### src/rtl/supv_pkg.sv
package supv_pkg;

  // Strobes from the control FSM to the counter datapath
  typedef struct packed {
    logic holdClr;
    logic holdStep;
    logic wdClr;
    logic wdStep;
  } supvStrobe_t;

  typedef enum logic [1:0] {
    ST_LOW  = 2'd0,
    ST_HOLD = 2'd1,
    ST_RUN  = 2'd2
  } supvState_t;

  localparam logic [1:0] WD_SEL_OFF = 2'b11;

  // Timeout as a multiple of the hold period; 0 means disabled
  function automatic logic [2:0] wdMultiple(input logic [1:0] sel);
    case (sel)
      2'b00:   wdMultiple = 3'd7;
      2'b01:   wdMultiple = 3'd3;
      2'b10:   wdMultiple = 3'd1;
      default: wdMultiple = 3'd0;
    endcase
  endfunction

endpackage

### src/rtl/supv_datapath.sv
module supv_datapath
  import supv_pkg::*;
#(
  parameter int HOLD_TICKS = 200
) (
  input  logic        clk,
  input  logic        rstN,
  input  logic        wdiPin,
  input  logic [1:0]  wdSel,
  input  logic        msTick,
  input  supvStrobe_t strobe,
  output logic        holdDone,
  output logic        wdExpire
);

  localparam int MAX_TICKS = 7 * HOLD_TICKS;
  localparam int CW        = $clog2(MAX_TICKS + 1);
  localparam int HW        = $clog2(HOLD_TICKS + 1);
  localparam int SYNC_LEN  = 2;

  // Two-flop synchronizer followed by an edge register
  logic [SYNC_LEN-1:0] syncQ;
  logic                prevQ;
  logic                kick;

  always_ff @(posedge clk or negedge rstN) begin
    if (!rstN) begin
      syncQ <= '1;
      prevQ <= 1'b1;
    end else begin
      syncQ <= {syncQ[SYNC_LEN-2:0], wdiPin};
      prevQ <= syncQ[SYNC_LEN-1];
    end
  end

  assign kick = prevQ & ~syncQ[SYNC_LEN-1];

  // Hold counter
  logic [HW-1:0] holdCnt;

  always_ff @(posedge clk or negedge rstN) begin
    if (!rstN)                          holdCnt <= '0;
    else if (strobe.holdClr)            holdCnt <= '0;
    else if (strobe.holdStep && msTick) holdCnt <= holdCnt + HW'(1);
  end

  assign holdDone = strobe.holdStep && msTick && (holdCnt == HW'(HOLD_TICKS - 1));

  // Timeout decode
  logic [CW-1:0] wdLimit;
  logic          wdEnabled;

  always_comb begin
    case (wdMultiple(wdSel))
      3'd7:    wdLimit = CW'(7 * HOLD_TICKS);
      3'd3:    wdLimit = CW'(3 * HOLD_TICKS);
      3'd1:    wdLimit = CW'(HOLD_TICKS);
      default: wdLimit = '0;
    endcase
  end

  assign wdEnabled = (wdSel != WD_SEL_OFF);

  // Watchdog counter
  logic [CW-1:0] wdCnt;
  logic          wdAtLimit;

  assign wdAtLimit = (wdCnt >= (wdLimit - CW'(1)));

  always_ff @(posedge clk or negedge rstN) begin
    if (!rstN)                            wdCnt <= '0;
    else if (strobe.wdClr || kick)        wdCnt <= '0;
    else if (strobe.wdStep && wdEnabled && msTick &&
             (wdCnt != CW'(MAX_TICKS)))   wdCnt <= wdCnt + CW'(1);
  end

  assign wdExpire = strobe.wdStep && wdEnabled && msTick && !kick && wdAtLimit;

endmodule

### src/rtl/supv_ctrl.sv
module supv_ctrl
  import supv_pkg::*;
(
  input  logic        clk,
  input  logic        rstN,
  input  logic        supplyOk,
  input  logic        holdDone,
  input  logic        wdExpire,
  output supvStrobe_t strobe,
  output logic        rstActive,
  output logic        wdCause
);

  supvState_t state, stateNext;

  always_comb begin
    stateNext = state;
    if (!supplyOk) begin
      stateNext = ST_LOW;
    end else begin
      case (state)
        ST_LOW:  stateNext = ST_HOLD;
        ST_HOLD: if (holdDone) stateNext = ST_RUN;
        ST_RUN:  if (wdExpire) stateNext = ST_HOLD;
        default: stateNext = ST_LOW;
      endcase
    end
  end

  always_ff @(posedge clk or negedge rstN) begin
    if (!rstN) state <= ST_LOW;
    else       state <= stateNext;
  end

  always_ff @(posedge clk or negedge rstN) begin
    if (!rstN)                             wdCause <= 1'b0;
    else if (!supplyOk)                    wdCause <= 1'b0;
    else if (state == ST_RUN && wdExpire)  wdCause <= 1'b1;
  end

  always_comb begin
    strobe.holdClr  = (state != ST_HOLD);
    strobe.holdStep = (state == ST_HOLD);
    strobe.wdClr    = (state != ST_RUN);
    strobe.wdStep   = (state == ST_RUN);
  end

  assign rstActive = (state != ST_RUN);

endmodule

### src/rtl/supv_reset_wdog.sv
module supv_reset_wdog
  import supv_pkg::*;
#(
  parameter int HOLD_TICKS = 200,
  parameter bit ACTIVE_LOW = 1'b1
) (
  input  logic       clk,
  input  logic       rstN,
  input  logic       supplyOk,
  input  logic       wdiPin,
  input  logic [1:0] wdSel,
  input  logic       msTick,
  output logic       rstOut,
  output logic       wdCause
);

  supvStrobe_t strobe;
  logic        holdDone;
  logic        wdExpire;
  logic        rstActive;

  supv_datapath #(.HOLD_TICKS(HOLD_TICKS)) dp_i (
    .clk      (clk),
    .rstN     (rstN),
    .wdiPin   (wdiPin),
    .wdSel    (wdSel),
    .msTick   (msTick),
    .strobe   (strobe),
    .holdDone (holdDone),
    .wdExpire (wdExpire)
  );

  supv_ctrl ctrl_i (
    .clk       (clk),
    .rstN      (rstN),
    .supplyOk  (supplyOk),
    .holdDone  (holdDone),
    .wdExpire  (wdExpire),
    .strobe    (strobe),
    .rstActive (rstActive),
    .wdCause   (wdCause)
  );

  generate
    if (ACTIVE_LOW) begin : g_outLow
      assign rstOut = ~rstActive;
    end else begin : g_outHigh
      assign rstOut = rstActive;
    end
  endgenerate

endmodule

### config.mk
export PLATFORM = sky130hd
export DESIGN_NAME = supv_reset_wdog
export DESIGN_NICKNAME = d
export VERILOG_FILES = /design/src/rtl/supv_pkg.sv /design/src/rtl/supv_datapath.sv /design/src/rtl/supv_ctrl.sv /design/src/rtl/supv_reset_wdog.sv
export SDC_FILE = /design/constraint.sdc
export NUM_CORES = 1
export LEC_CHECK = 0
export ABC_AREA = 0
export BUFFER_PORTS_ARGS = -buffer_cell sky130_fd_sc_hd__buf_2
export CELL_PAD_IN_SITES_DETAIL_PLACEMENT = 1
export CELL_PAD_IN_SITES_GLOBAL_PLACEMENT = 1
export CORE_MARGIN = 2
export CORE_UTILIZATION = 41
export CTS_BUF_LIST = sky130_fd_sc_hd__clkbuf_8 sky130_fd_sc_hd__clkbuf_16
export CTS_CLUSTER_SIZE = 30
export DETAILED_ROUTE_END_ITERATION = 8
export PLACE_DENSITY = 0.82
export SYNTH_ARGS = -nofsm -noshare
export SYNTH_HDL_FRONTEND = slang
export SYNTH_SLANG_ARGS = --single-unit
export TNS_END_PERCENT = 20
### constraint.sdc
create_clock -name clk -period 1.6 [get_ports clk]
set_input_delay 0 -clock clk [delete_from_list [all_inputs] [get_ports clk]]
set_output_delay 0 -clock clk [all_outputs]
set_load 0.01 [all_outputs]
==> results of run 1 <==
stage by stage:
step	hold WS, ns	std cells	total power [mW]	setup TNS (ns)
2_1_floorplan	-0.296	152	0.702	-0.00545
3_3_place_gp	0.0209	214	0.731	0
3_5_place_dp	0.0223	214	0.738	-0.254
4_1_cts	0.0285	220	1.11	-0.276
5_1_grt	0.0185	220	1.16	-0.711
6_report	0.0314	220	1.10	-0.341
registers in the layout, indices dropped and copies added, names as in the netlist:
name and cells:
dp_i.prevQ 1, dp_i.syncQ 2, ctrl_i.state 2, dp_i.wdCnt 11, dp_i.holdCnt 8, ctrl_i.wdCause 1
final cells by class:
class | instances | area share [%]
repair buffers | 23 | 9.33
multi-input cells | 115 | 45.8
well taps | 46 | 3.41
clock buffers | 3 | 2.44
clock inverters | 1 | 0.222
flip-flops and latches | 25 | 37.3
inverters | 7 | 1.56
power by group:
group	leakage [nW]	switching [mW]	internal (mW)	total [mW]
Combinational	0.378	0.0463	0.0296	0.0759
Sequential	0.335	0.00693	0.645	0.652
Clock	0.0269	0.197	0.172	0.368
worst min path at each step:
stage	end	cells past startpoint	slack, ns	from
global placement	dp_i.holdCnt[3]$_DFFE_PN0P_	1	0.02	rstN
floorplan	ctrl_i.state[0]$_DFFE_PN0P_	0	-0.30	rstN
detailed placement	dp_i.holdCnt[3]$_DFFE_PN0P_	1	0.02	rstN
CTS	ctrl_i.wdCause$_DFFE_PN0P_	3	0.03	supplyOk
finish	ctrl_i.wdCause$_DFFE_PN0P_	3	0.03	supplyOk
global route	ctrl_i.wdCause$_DFFE_PN0P_	3	0.02	supplyOk
per-layer routing:
metal / vias to the layer above / part of all wire, % / routed length (µm)
met3: 6 / 1.8 / 60
met2: 10 / 53 / 1760
li1: 576 / - / -
met1: 589 / 43 / 1420
met5: - / 0 / 0
met4: 0 / 2.5 / 84
cell families after synthesis:
group / after synthesis / share of synthesized area, %
flops: 25 / 43.7
xor+xnor: 10 / 6.08
compound gates: 26 / 10.3
buf+inv: 12 / 3.74
fa+ha+maj: 13 / 11.3
mux: 2 / 1.39
simple gates: 64 / 23.5
timing repair:
item                                   in CTS  in global routing
pin swaps                                   0                  4
setup endpoints to repair                   4                  9
endpoints found under the hold margin      23                  0
gates resized for setup                     1                  5
hold buffers                                2                  0
cells in the mapped netlist:
cell type / number
sky130_fd_sc_hd__buf_2: 1
sky130_fd_sc_hd__and2_1: 4
sky130_fd_sc_hd__xnor2_1: 2
sky130_fd_sc_hd__and4bb_2: 1
sky130_fd_sc_hd__o221ai_1: 1
sky130_fd_sc_hd__o31ai_1: 1
sky130_fd_sc_hd__ha_1: 13
sky130_fd_sc_hd__dfrtp_1: 22
sky130_fd_sc_hd__nand2_1: 11
sky130_fd_sc_hd__o21ai_0: 8
sky130_fd_sc_hd__mux2i_1: 2
sky130_fd_sc_hd__a21oi_1: 12
sky130_fd_sc_hd__or3_1: 5
sky130_fd_sc_hd__nand2b_1: 3
sky130_fd_sc_hd__o22ai_1: 1
sky130_fd_sc_hd__or4_1: 1
sky130_fd_sc_hd__nand3_1: 7
sky130_fd_sc_hd__nor4_1: 1
sky130_fd_sc_hd__nor2_1: 16
sky130_fd_sc_hd__nand4_1: 9
sky130_fd_sc_hd__nor2b_1: 1
sky130_fd_sc_hd__clkbuf_1: 2
sky130_fd_sc_hd__or4b_1: 2
sky130_fd_sc_hd__o2bb2ai_1: 1
sky130_fd_sc_hd__buf_4: 2
sky130_fd_sc_hd__xor2_1: 8
sky130_fd_sc_hd__a21o_1: 1
sky130_fd_sc_hd__nand3b_1: 1
sky130_fd_sc_hd__inv_1: 7
sky130_fd_sc_hd__o31a_1: 1
sky130_fd_sc_hd__dfstp_2: 3
sky130_fd_sc_hd__and3_1: 1
sky130_fd_sc_hd__nor3_1: 1
worst register-to-register path: stages, from the launching register on:
cell,delay (ns)
sky130_fd_sc_hd__dfrtp_1,0.39
sky130_fd_sc_hd__inv_1,0.06
sky130_fd_sc_hd__ha_1,0.16
sky130_fd_sc_hd__or4b_4,0.46
sky130_fd_sc_hd__o31a_1,0.31
sky130_fd_sc_hd__xnor2_1,0.16
sky130_fd_sc_hd__nor2_1,0.06
==> reports/qor.csv, run 1 <==
metric;value;unit
outcome;finished with violations;
violated checks;negative setup slack;
post-synthesis cell type with the largest combined area;sky130_fd_sc_hd__dfrtp_1;
type of element launching the critical path;flop;
number of CTS-inserted buffers;3;
CORE AREA;0.00336;mm²
mean number of vias per cell;5.37;
layout overhead on the synthesized area;17.3;%
clk sink count;25;
sum of buffers and inverters on the critical path;1;
proportion of netlist area held by the largest area contributor;38.2;%
Min Clock Period, post-route;1.73;ns
maximum fanout along the worst path;3;
Slew HR;62.8;%
transition time at the pin with the least slew margin;0.558;ns
Avg WL per Cell;15.1;µm
Area after DPL;0.00161;mm²
synthesized area divided by synthesized cell count;9.47;µm²
gp weighted congestion;0.745;
number of buffers inserted to repair setup after CTS;0;
share of final-layout standard cells stronger than drive strength 1;18.4;%
clock slew seen by the registers of the worst setup and hold paths;0.09;ns
number of nets produced by synthesis;172;
clock tree buffer depth;2;
crit path launch;dp_i.wdCnt[0]$_DFFE_PN0P_;
clock tree from TritonCTS;yes;
clock latency reported for the late side of the worst-skew pair;0.27;ns
instance count of the mapped netlist;152;
final critical-path share of the clock period;108;%
Filler cells;402;
Slowest cell on crit path;sky130_fd_sc_hd__or4b_4;
DPL Wire Length;2550;µm
met2 demand-to-capacity share in global routing;34.0;%
first-pass GRT wire length;5770;µm
Horiz. Die Dim;63.3;µm
port buffer count;8;
remaining antenna violation count after routing;0;
sequential area share after synthesis;43.7;%
ANT cells;0;
GRT overflow;0;
Die Area;0.00400;mm²
total routing resource utilization after global routing;18.6;%
capture point of the worst reg-to-reg path;dp_i.wdCnt[0]$_DFFE_PN0P_;
total of warnings raised by yosys;0;
top library cells by usage in the layout, fill and taps aside;sky130_fd_sc_hd__dfrtp_1 (22), sky130_fd_sc_hd__nor2_1 (16), sky130_fd_sc_hd__buf_4 (13), sky130_fd_sc_hd__ha_1 (12);
M1 GR Usage;21.0;%
max-cap violations;0;
cell area after synthesis;0.00144;mm²
final count of hold timing violations;0;
nature of the critical path endpoint;flop;
power density over the cells;649;mW/mm²
highest attainable clock frequency;578;MHz
static power due to leakage;0.740;nW
global-route layer with the greatest usage;met2;
data required time at the worst endpoint;1.74;ns
root buf cell;sky130_fd_sc_hd__clkbuf_8;
initial core utilization;42.8;%
worst reg-to-reg setup slack;-0.13;ns
first-pass iteration count of the detailed router;4;
most frequent standard cell in the layout excluding fill and tap cells;sky130_fd_sc_hd__dfrtp_1;
top cells by area, synth;sky130_fd_sc_hd__dfrtp_1 (38%), sky130_fd_sc_hd__ha_1 (11%), sky130_fd_sc_hd__dfstp_2 (5.5%);
sequential cell area;629;µm²
IO Pins;9;
post-route cell area;0.00169;mm²
number of vias in the routed layout;1181;
vias in the first global route;1255;
initial antenna violation count;0;
Top delay family on crit path;simple AND/OR/NAND/NOR gates;
DRC;0;
largest clock skew in the final design;0.00172;ns
Min-Delay Path Class;in -> reg;
net count reported at finish;195;
pin count of the biggest net entering global routing;26;
Global Route met3 Usage;3.75;%
setup slack at placement;-0.0923;ns
multi-input logic area;773;µm²
final setup violation count;3;
total wire length after detailed routing;3330;µm
number of storage elements in the synthesis netlist;25;
Row Count;21;
Worst Setup EP;dp_i.wdCnt[0]$_DFFE_PN0P_;
count of final max-slew check failures;0;
unrepaired setup endpoints after global routing;yes;
number of cells on the critical path;6;
synth unique cells;33;
final worst slack;-0.129;ns
largest voltage drop on the vdd net;0.336;mV
final core utilization;50.2;%
sequence of cells on the critical path;inv_1 > ha_1 > or4b_4 > o31a_1 > xnor2_1 > nor2_1;
H-Tree Depth;1;
worst reg2reg path startpoint;dp_i.wdCnt[0]$_DFFE_PN0P_;
drt initial violations;49;
arrival time of data at the critical path endpoint;1.87;ns
cell depth of the worst flop-to-flop path;6;
Setup Crit Path Kind;reg -> reg;
highest cell delay on the worst timing path;0.46;ns
Die Height;63.3;µm
Power figures use the tool's default switching activity.
==> run 2: changes to the inputs <==
--- a/config.mk
+++ b/config.mk
@@ -14,6 +14,7 @@
 export CTS_BUF_LIST = sky130_fd_sc_hd__clkbuf_8 sky130_fd_sc_hd__clkbuf_16
 export CTS_CLUSTER_SIZE = 30
 export DETAILED_ROUTE_END_ITERATION = 8
+export GPL_TIMING_DRIVEN = 0
 export PLACE_DENSITY = 0.82
 export SYNTH_ARGS = -nofsm -noshare
 export SYNTH_HDL_FRONTEND = slang
==> run 2 against run 1 <==
  * Sequential share of layout area increased by 0.77 points
  * Cell area is 1.6% lower
  * Worst setup slack better by 0.036 ns
  * First-iteration DRC count is 49% lower
  * Count of clock-buffer cells in the layout did not move
  * Routed wire length increased by 3.2%
  * Non-clock buffer count fell by 4
  * The flow still finishes with violations (negative setup slack)
  * Cell count is 1.8% lower
  * Worst hold slack got worse by 0.030 ns
  * Core utilization fell by 0.82 points
==> reports/qor.csv, run 2 (synthesized netlist as in run 1, its figures left out) <==
metric;value;unit
outcome;finished with violations;
violated checks;negative setup slack;
number of cells on the critical path;5;
largest registers;dp_i.wdCnt x11, dp_i.holdCnt x8;
final critical-path share of the clock period;106;%
number of vias in the routed layout;1180;
final worst slack;-0.0935;ns
Top delay family on crit path;simple AND/OR/NAND/NOR gates;
Slowest cell on crit path;sky130_fd_sc_hd__or4_1;
Row Count;21;
clock slew seen by the registers of the worst setup and hold paths;0.10;ns
most frequent standard cell in the layout excluding fill and tap cells;sky130_fd_sc_hd__dfrtp_1;
count of final max-slew check failures;0;
most flop-heavy register;dp_i.wdCnt;
Cells on Worst Hold Path;3;
sum of buffers and inverters on the critical path;1;
number of CTS-inserted buffers;3;
data required time at the worst endpoint;1.81;ns
nature of the critical path endpoint;flop;
type of element launching the critical path;flop;
initial antenna violation count;0;
unrepaired setup endpoints after global routing;yes;
vias in the first global route;1303;
IO Pins;9;
GRT overflow;0;
remaining antenna violation count after routing;0;
ANT cells;0;
CORE AREA;0.00336;mm²
total wire length after detailed routing;3430;µm
Horiz. Die Dim;63.3;µm
Die Height;63.3;µm
highest attainable clock frequency;591;MHz
layout overhead on the synthesized area;15.4;%
worst reg-to-reg setup slack;-0.09;ns
initial core utilization;42.8;%
Die Area;0.00400;mm²
share of final-layout standard cells stronger than drive strength 1;17.1;%
root buf cell;sky130_fd_sc_hd__clkbuf_8;
Slew HR;61.8;%
total instance count after detailed placement;205;
clk sink count;25;
arrival time of data at the critical path endpoint;1.90;ns
final setup violation count;7;
Pwr Total;1.13;mW
maximum fanout along the worst path;8;
H-Tree Depth;1;
Filler cells;406;
Min Clock Period, post-route;1.69;ns
Avg WL per Cell;15.9;µm
final non-filler cell total;216;
top library cells by usage in the layout, fill and taps aside;sky130_fd_sc_hd__dfrtp_1 (20), sky130_fd_sc_hd__nor2_1 (16), sky130_fd_sc_hd__ha_1 (13), sky130_fd_sc_hd__a21oi_1 (12), sky130_fd_sc_hd__nand2_1 (11);
drt initial violations;25;
pin count of the biggest net entering global routing;26;
total routing resource utilization after global routing;19.3;%
DRC;0;
mean number of vias per cell;5.46;
power density over the cells;678;mW/mm²
largest voltage drop on the vdd net;0.324;mV
clock tree buffer depth;2;
final count of hold timing violations;0;
DPL Wire Length;2460;µm
max-cap violations;0;
highest cell delay on the worst timing path;0.44;ns
Min-Delay Path Class;in -> reg;
port buffer count;7;
transition time at the pin with the least slew margin;0.573;ns
first-pass GRT wire length;5950;µm
cell depth of the worst flop-to-flop path;5;
number of flip-flops in the largest register;11;
sequence of cells on the critical path;and4bb_2 > buf_4 > nand4_1 > or4_1 > a21oi_1;
clock latency reported for the late side of the worst-skew pair;0.27;ns
clock tree from TritonCTS;yes;
static power due to leakage;0.715;nW
gp weighted congestion;0.745;
first-pass iteration count of the detailed router;4;
largest clock skew in the final design;0.00252;ns
Setup Crit Path Kind;reg -> reg;
Sum Neg Setup Slack;-0.428;ns
net count reported at finish;191;
[run 2: cell count changes in the layout (fill, tap and decap cells not counted), moves of 2 or more]
cell                       before  now
sky130_fd_sc_hd__o21ai_1        2    0
sky130_fd_sc_hd__dfrtp_2        0    2
sky130_fd_sc_hd__dfrtp_1       22   20
sky130_fd_sc_hd__inv_1          8    6
sky130_fd_sc_hd__buf_4         13    7
sky130_fd_sc_hd__clkbuf_1       0    2
[run 2: layout make-up]
type	count	area [µm²]	share of cell area (%)
tap	46	57.6	3.46
timing repair buffer	14	92.6	5.57
multi-input combinational	115	779	46.9
inverter	7	26.3	1.58
clock inverter	1	5.00	0.301
buffer	5	27.5	1.66
clock buffer	3	41.3	2.48
sequential	25	632	38.0
[run 2: metrics by stage]
stage          utilization, %  hold WS [ns]  setup slack [ns]  cell area, µm²
3_3_place_gp             45.6        0.0214           -0.0759            1530
2_1_floorplan               -        -0.296          -0.00545            1440
5_1_grt                  49.4        0.0305            -0.208            1660
3_5_place_dp             45.6        0.0282            -0.132            1530
6_report                 49.4       0.00185           -0.0935            1660
4_1_cts                  48.6       0.00211            -0.107            1630
[run 2: metal layers]
metal / global-route usage (%) / routed length, µm
met3: 3.39 / 60
met5: 0 / 0
met4: 8.97 / 80
met1: 22.0 / 1460
met2: 34.8 / 1840
[run 2: path summary, 6_finish.rpt]
check	from	endpoint
max	ctrl_i.state[0]$_DFFE_PN0P_	dp_i.wdCnt[10]$_DFFE_PN0P_
min	supplyOk	ctrl_i.wdCause$_DFFE_PN0P_
max reg2reg	ctrl_i.state[0]$_DFFE_PN0P_	dp_i.wdCnt[10]$_DFFE_PN0P_
min reg2reg	dp_i.syncQ[0]$_DFF_PN1_	dp_i.syncQ[1]$_DFF_PN1_
max in group asynchronous	rstN	dp_i.holdCnt[3]$_DFFE_PN0P_
min in group asynchronous	rstN	dp_i.holdCnt[1]$_DFFE_PN0P_
[run 2: worst min-delay path, stage by stage]
cell and delay [ns]:
sky130_fd_sc_hd__buf_2 0.13, sky130_fd_sc_hd__o21ai_0 0.07, sky130_fd_sc_hd__a21oi_1 0.04
[run 2: report_power, final]
group	switching (mW)	leakage, nW	internal [mW]
Combinational	0.0477	0.358	0.0313
Clock	0.221	0.0255	0.175
Sequential	0.00745	0.332	0.645
[run 2: what timing repair did]
| action | CTS | global route |
|---|---|---|
| pin swaps | 1 | 0 |
| endpoints found under the hold margin | 23 | 0 |
| endpoints found under the setup margin | 9 | 10 |
| hold buffers | 2 | 0 |
| setup buffers | 2 | 3 |
| resized for setup | 5 | 3 |
==> run 3: changes to the inputs <==
==> constraint.sdc (replaced) <==
create_clock -name clk -period 1.6 [get_ports clk]
set_input_delay 0 -clock clk [delete_from_list [all_inputs] [get_ports clk]]
set_output_delay 0 -clock clk [all_outputs]
set_load 0.1 [all_outputs]
==> run 3 against run 2 <==
  * Cell area is 0.45% lower
  * Sequential cell count is the same
  * Critical path type unchanged
  * Combinational power fell by 5.1%
  * Critical path depth rose by 1
  * Largest power group unchanged
  * The flow still finishes with violations (negative setup slack)
  * Die area stayed put
  * Core utilization fell by 0.22 points
==> reports/qor.csv, run 3 (synthesized netlist as in run 1, its figures left out) <==
metric;value;unit
clock tree buffer depth;2;
H-Tree Depth;1;
remaining antenna violation count after routing;0;
most flop-heavy register;dp_i.wdCnt;
Filler cells;402;
Min-Delay Startpoint;supplyOk;
sum of buffers and inverters on the critical path;1;
count of final max-slew check failures;0;
GRT overflow;0;
CORE AREA;0.00336;mm²
maximum fanout along the worst path;3;
nature of the critical path endpoint;flop;
violated checks;negative setup slack;
Die Height;63.3;µm
number of vias in the routed layout;1152;
type of element launching the critical path;flop;
power density over the cells;658;mW/mm²
gp weighted congestion;0.741;
initial core utilization;42.8;%
total routing resource utilization after global routing;17.2;%
DRC;0;
port buffer count;7;
clk sink count;25;
clock tree from TritonCTS;yes;
multi-input logic area;795;µm²
final count of hold timing violations;0;
unrepaired setup endpoints after global routing;yes;
final core utilization;49.2;%
Min Clock Period, post-route;1.76;ns
first-pass iteration count of the detailed router;4;
transition time at the pin with the least slew margin;0.569;ns
clock latency reported for the late side of the worst-skew pair;0.26;ns
final critical-path share of the clock period;110;%
IO Pins;9;
vias in the first global route;1210;
arrival time of data at the critical path endpoint;1.90;ns
Avg WL per Cell;14.2;µm
layout overhead on the synthesized area;14.9;%
pin count of the biggest net entering global routing;26;
sequential cell area;631;µm²
most frequent standard cell in the layout excluding fill and tap cells;sky130_fd_sc_hd__dfrtp_1;
highest cell delay on the worst timing path;0.45;ns
ANT cells;0;
initial antenna violation count;0;
DPL Wire Length;2280;µm
data required time at the worst endpoint;1.74;ns
share of final-layout standard cells stronger than drive strength 1;16.2;%
final worst slack;-0.160;ns
total wire length after detailed routing;3020;µm
first-pass GRT wire length;5440;µm
largest voltage drop on the vdd net;0.462;mV
Slowest cell on crit path;sky130_fd_sc_hd__or4b_4;
Horiz. Die Dim;63.3;µm
Row Count;21;
Area after DPL;0.00154;mm²
net count reported at finish;188;
largest clock skew in the final design;0.00364;ns
Die Area;0.00400;mm²
clock slew seen by the registers of the worst setup and hold paths;0.08;ns
top library cells by usage in the layout, fill and taps aside;sky130_fd_sc_hd__dfrtp_1 (21), sky130_fd_sc_hd__nor2_1 (16), sky130_fd_sc_hd__ha_1 (13), sky130_fd_sc_hd__a21oi_1 (11), sky130_fd_sc_hd__nand2_1 (11);
max-cap violations;0;
crit path launch;dp_i.wdCnt[0]$_DFFE_PN0P_;
static power due to leakage;0.703;nW
largest registers;dp_i.wdCnt x11, dp_i.holdCnt x8;
Setup Crit Path Kind;reg -> reg;
Top delay family on crit path;simple AND/OR/NAND/NOR gates;
mean number of vias per cell;5.41;
worst hold slack;0.0194;ns
root buf cell;sky130_fd_sc_hd__clkbuf_8;
drt initial violations;39;
outcome;finished with violations;
final setup violation count;7;
post-route cell area;0.00165;mm²
number of flip-flops in the largest register;11;
sequence of cells on the critical path;inv_2 > ha_1 > or4b_4 > o31a_1 > xnor2_1 > nor2_1;
worst reg2reg path startpoint;dp_i.wdCnt[0]$_DFFE_PN0P_;
Pwr Total;1.09;mW
highest attainable clock frequency;568;MHz
Slew HR;62.1;%
number of CTS-inserted buffers;3;
Min-Delay Path Class;in -> reg;
[run 3: path summary, 6_finish.rpt]
| path | endpoint | slack, ns | depth (start not counted) |
|---|---|---|---|
| max | dp_i.wdCnt[0]$_DFFE_PN0P_ | -0.16 | 6 |
| min | ctrl_i.wdCause$_DFFE_PN0P_ | 0.02 | 3 |
| max reg2reg | dp_i.wdCnt[0]$_DFFE_PN0P_ | -0.16 | 6 |
| min reg2reg | dp_i.syncQ[1]$_DFF_PN1_ | 0.36 | 0 |
| max in group asynchronous | dp_i.holdCnt[3]$_DFFE_PN0P_ | 0.93 | 2 |
| min in group asynchronous | dp_i.wdCnt[9]$_DFFE_PN0P_ | 0.27 | 2 |
[run 3: layout make-up]
class | instances | share of cell area [%]
timing repair buffer | 12 | 4.69
inverter | 7 | 1.59
tap | 46 | 3.48
clock buffer | 3 | 2.50
clock inverter | 1 | 0.227
multi-input combinational | 115 | 48.0
buffer | 4 | 1.36
sequential | 25 | 38.1
[run 3: per-stage QoR]
stage,setup TNS (ns),worst slack (ns),std cells
3_5_place_dp,-0.690,-0.172,205
4_1_cts,-0.641,-0.160,213
5_1_grt,-1.19,-0.236,213
6_report,-0.576,-0.160,213
2_1_floorplan,-0.00545,-0.00545,152
3_3_place_gp,-0.249,-0.0824,205
[run 3: repair_timing]
action	CTS	global route
gates resized for setup	2	7
endpoints found under the setup margin	10	10
hold endpoints to repair	23	0
buffers inserted	3	0
pin swaps	2	2
hold buffers	2	0
[run 3: metal layers]
layer | wire length, µm | GRT usage [%] | up-vias
li1 | - | - | 564
met1 | 1360 | 19.7 | 577
met2 | 1580 | 31.9 | 9
met3 | 62 | 4.29 | 2
met4 | 24 | 4.08 | 0
met5 | 0 | 0 | -
[run 3: where the power goes]
part	switching, mW	internal (mW)	leakage (nW)
clock	0.189	0.171	0.0269
sequential	0.00787	0.645	0.334
combinational	0.0455	0.0294	0.343
total	0.243	0.845	0.703
[run 3: worst reg2reg max path, cell delays in order, from the launching register on]
cell	delay (ns)
sky130_fd_sc_hd__dfrtp_1	0.42
sky130_fd_sc_hd__inv_2	0.06
sky130_fd_sc_hd__ha_1	0.13
sky130_fd_sc_hd__or4b_4	0.45
sky130_fd_sc_hd__o31a_1	0.32
sky130_fd_sc_hd__xnor2_1	0.20
sky130_fd_sc_hd__nor2_1	0.06
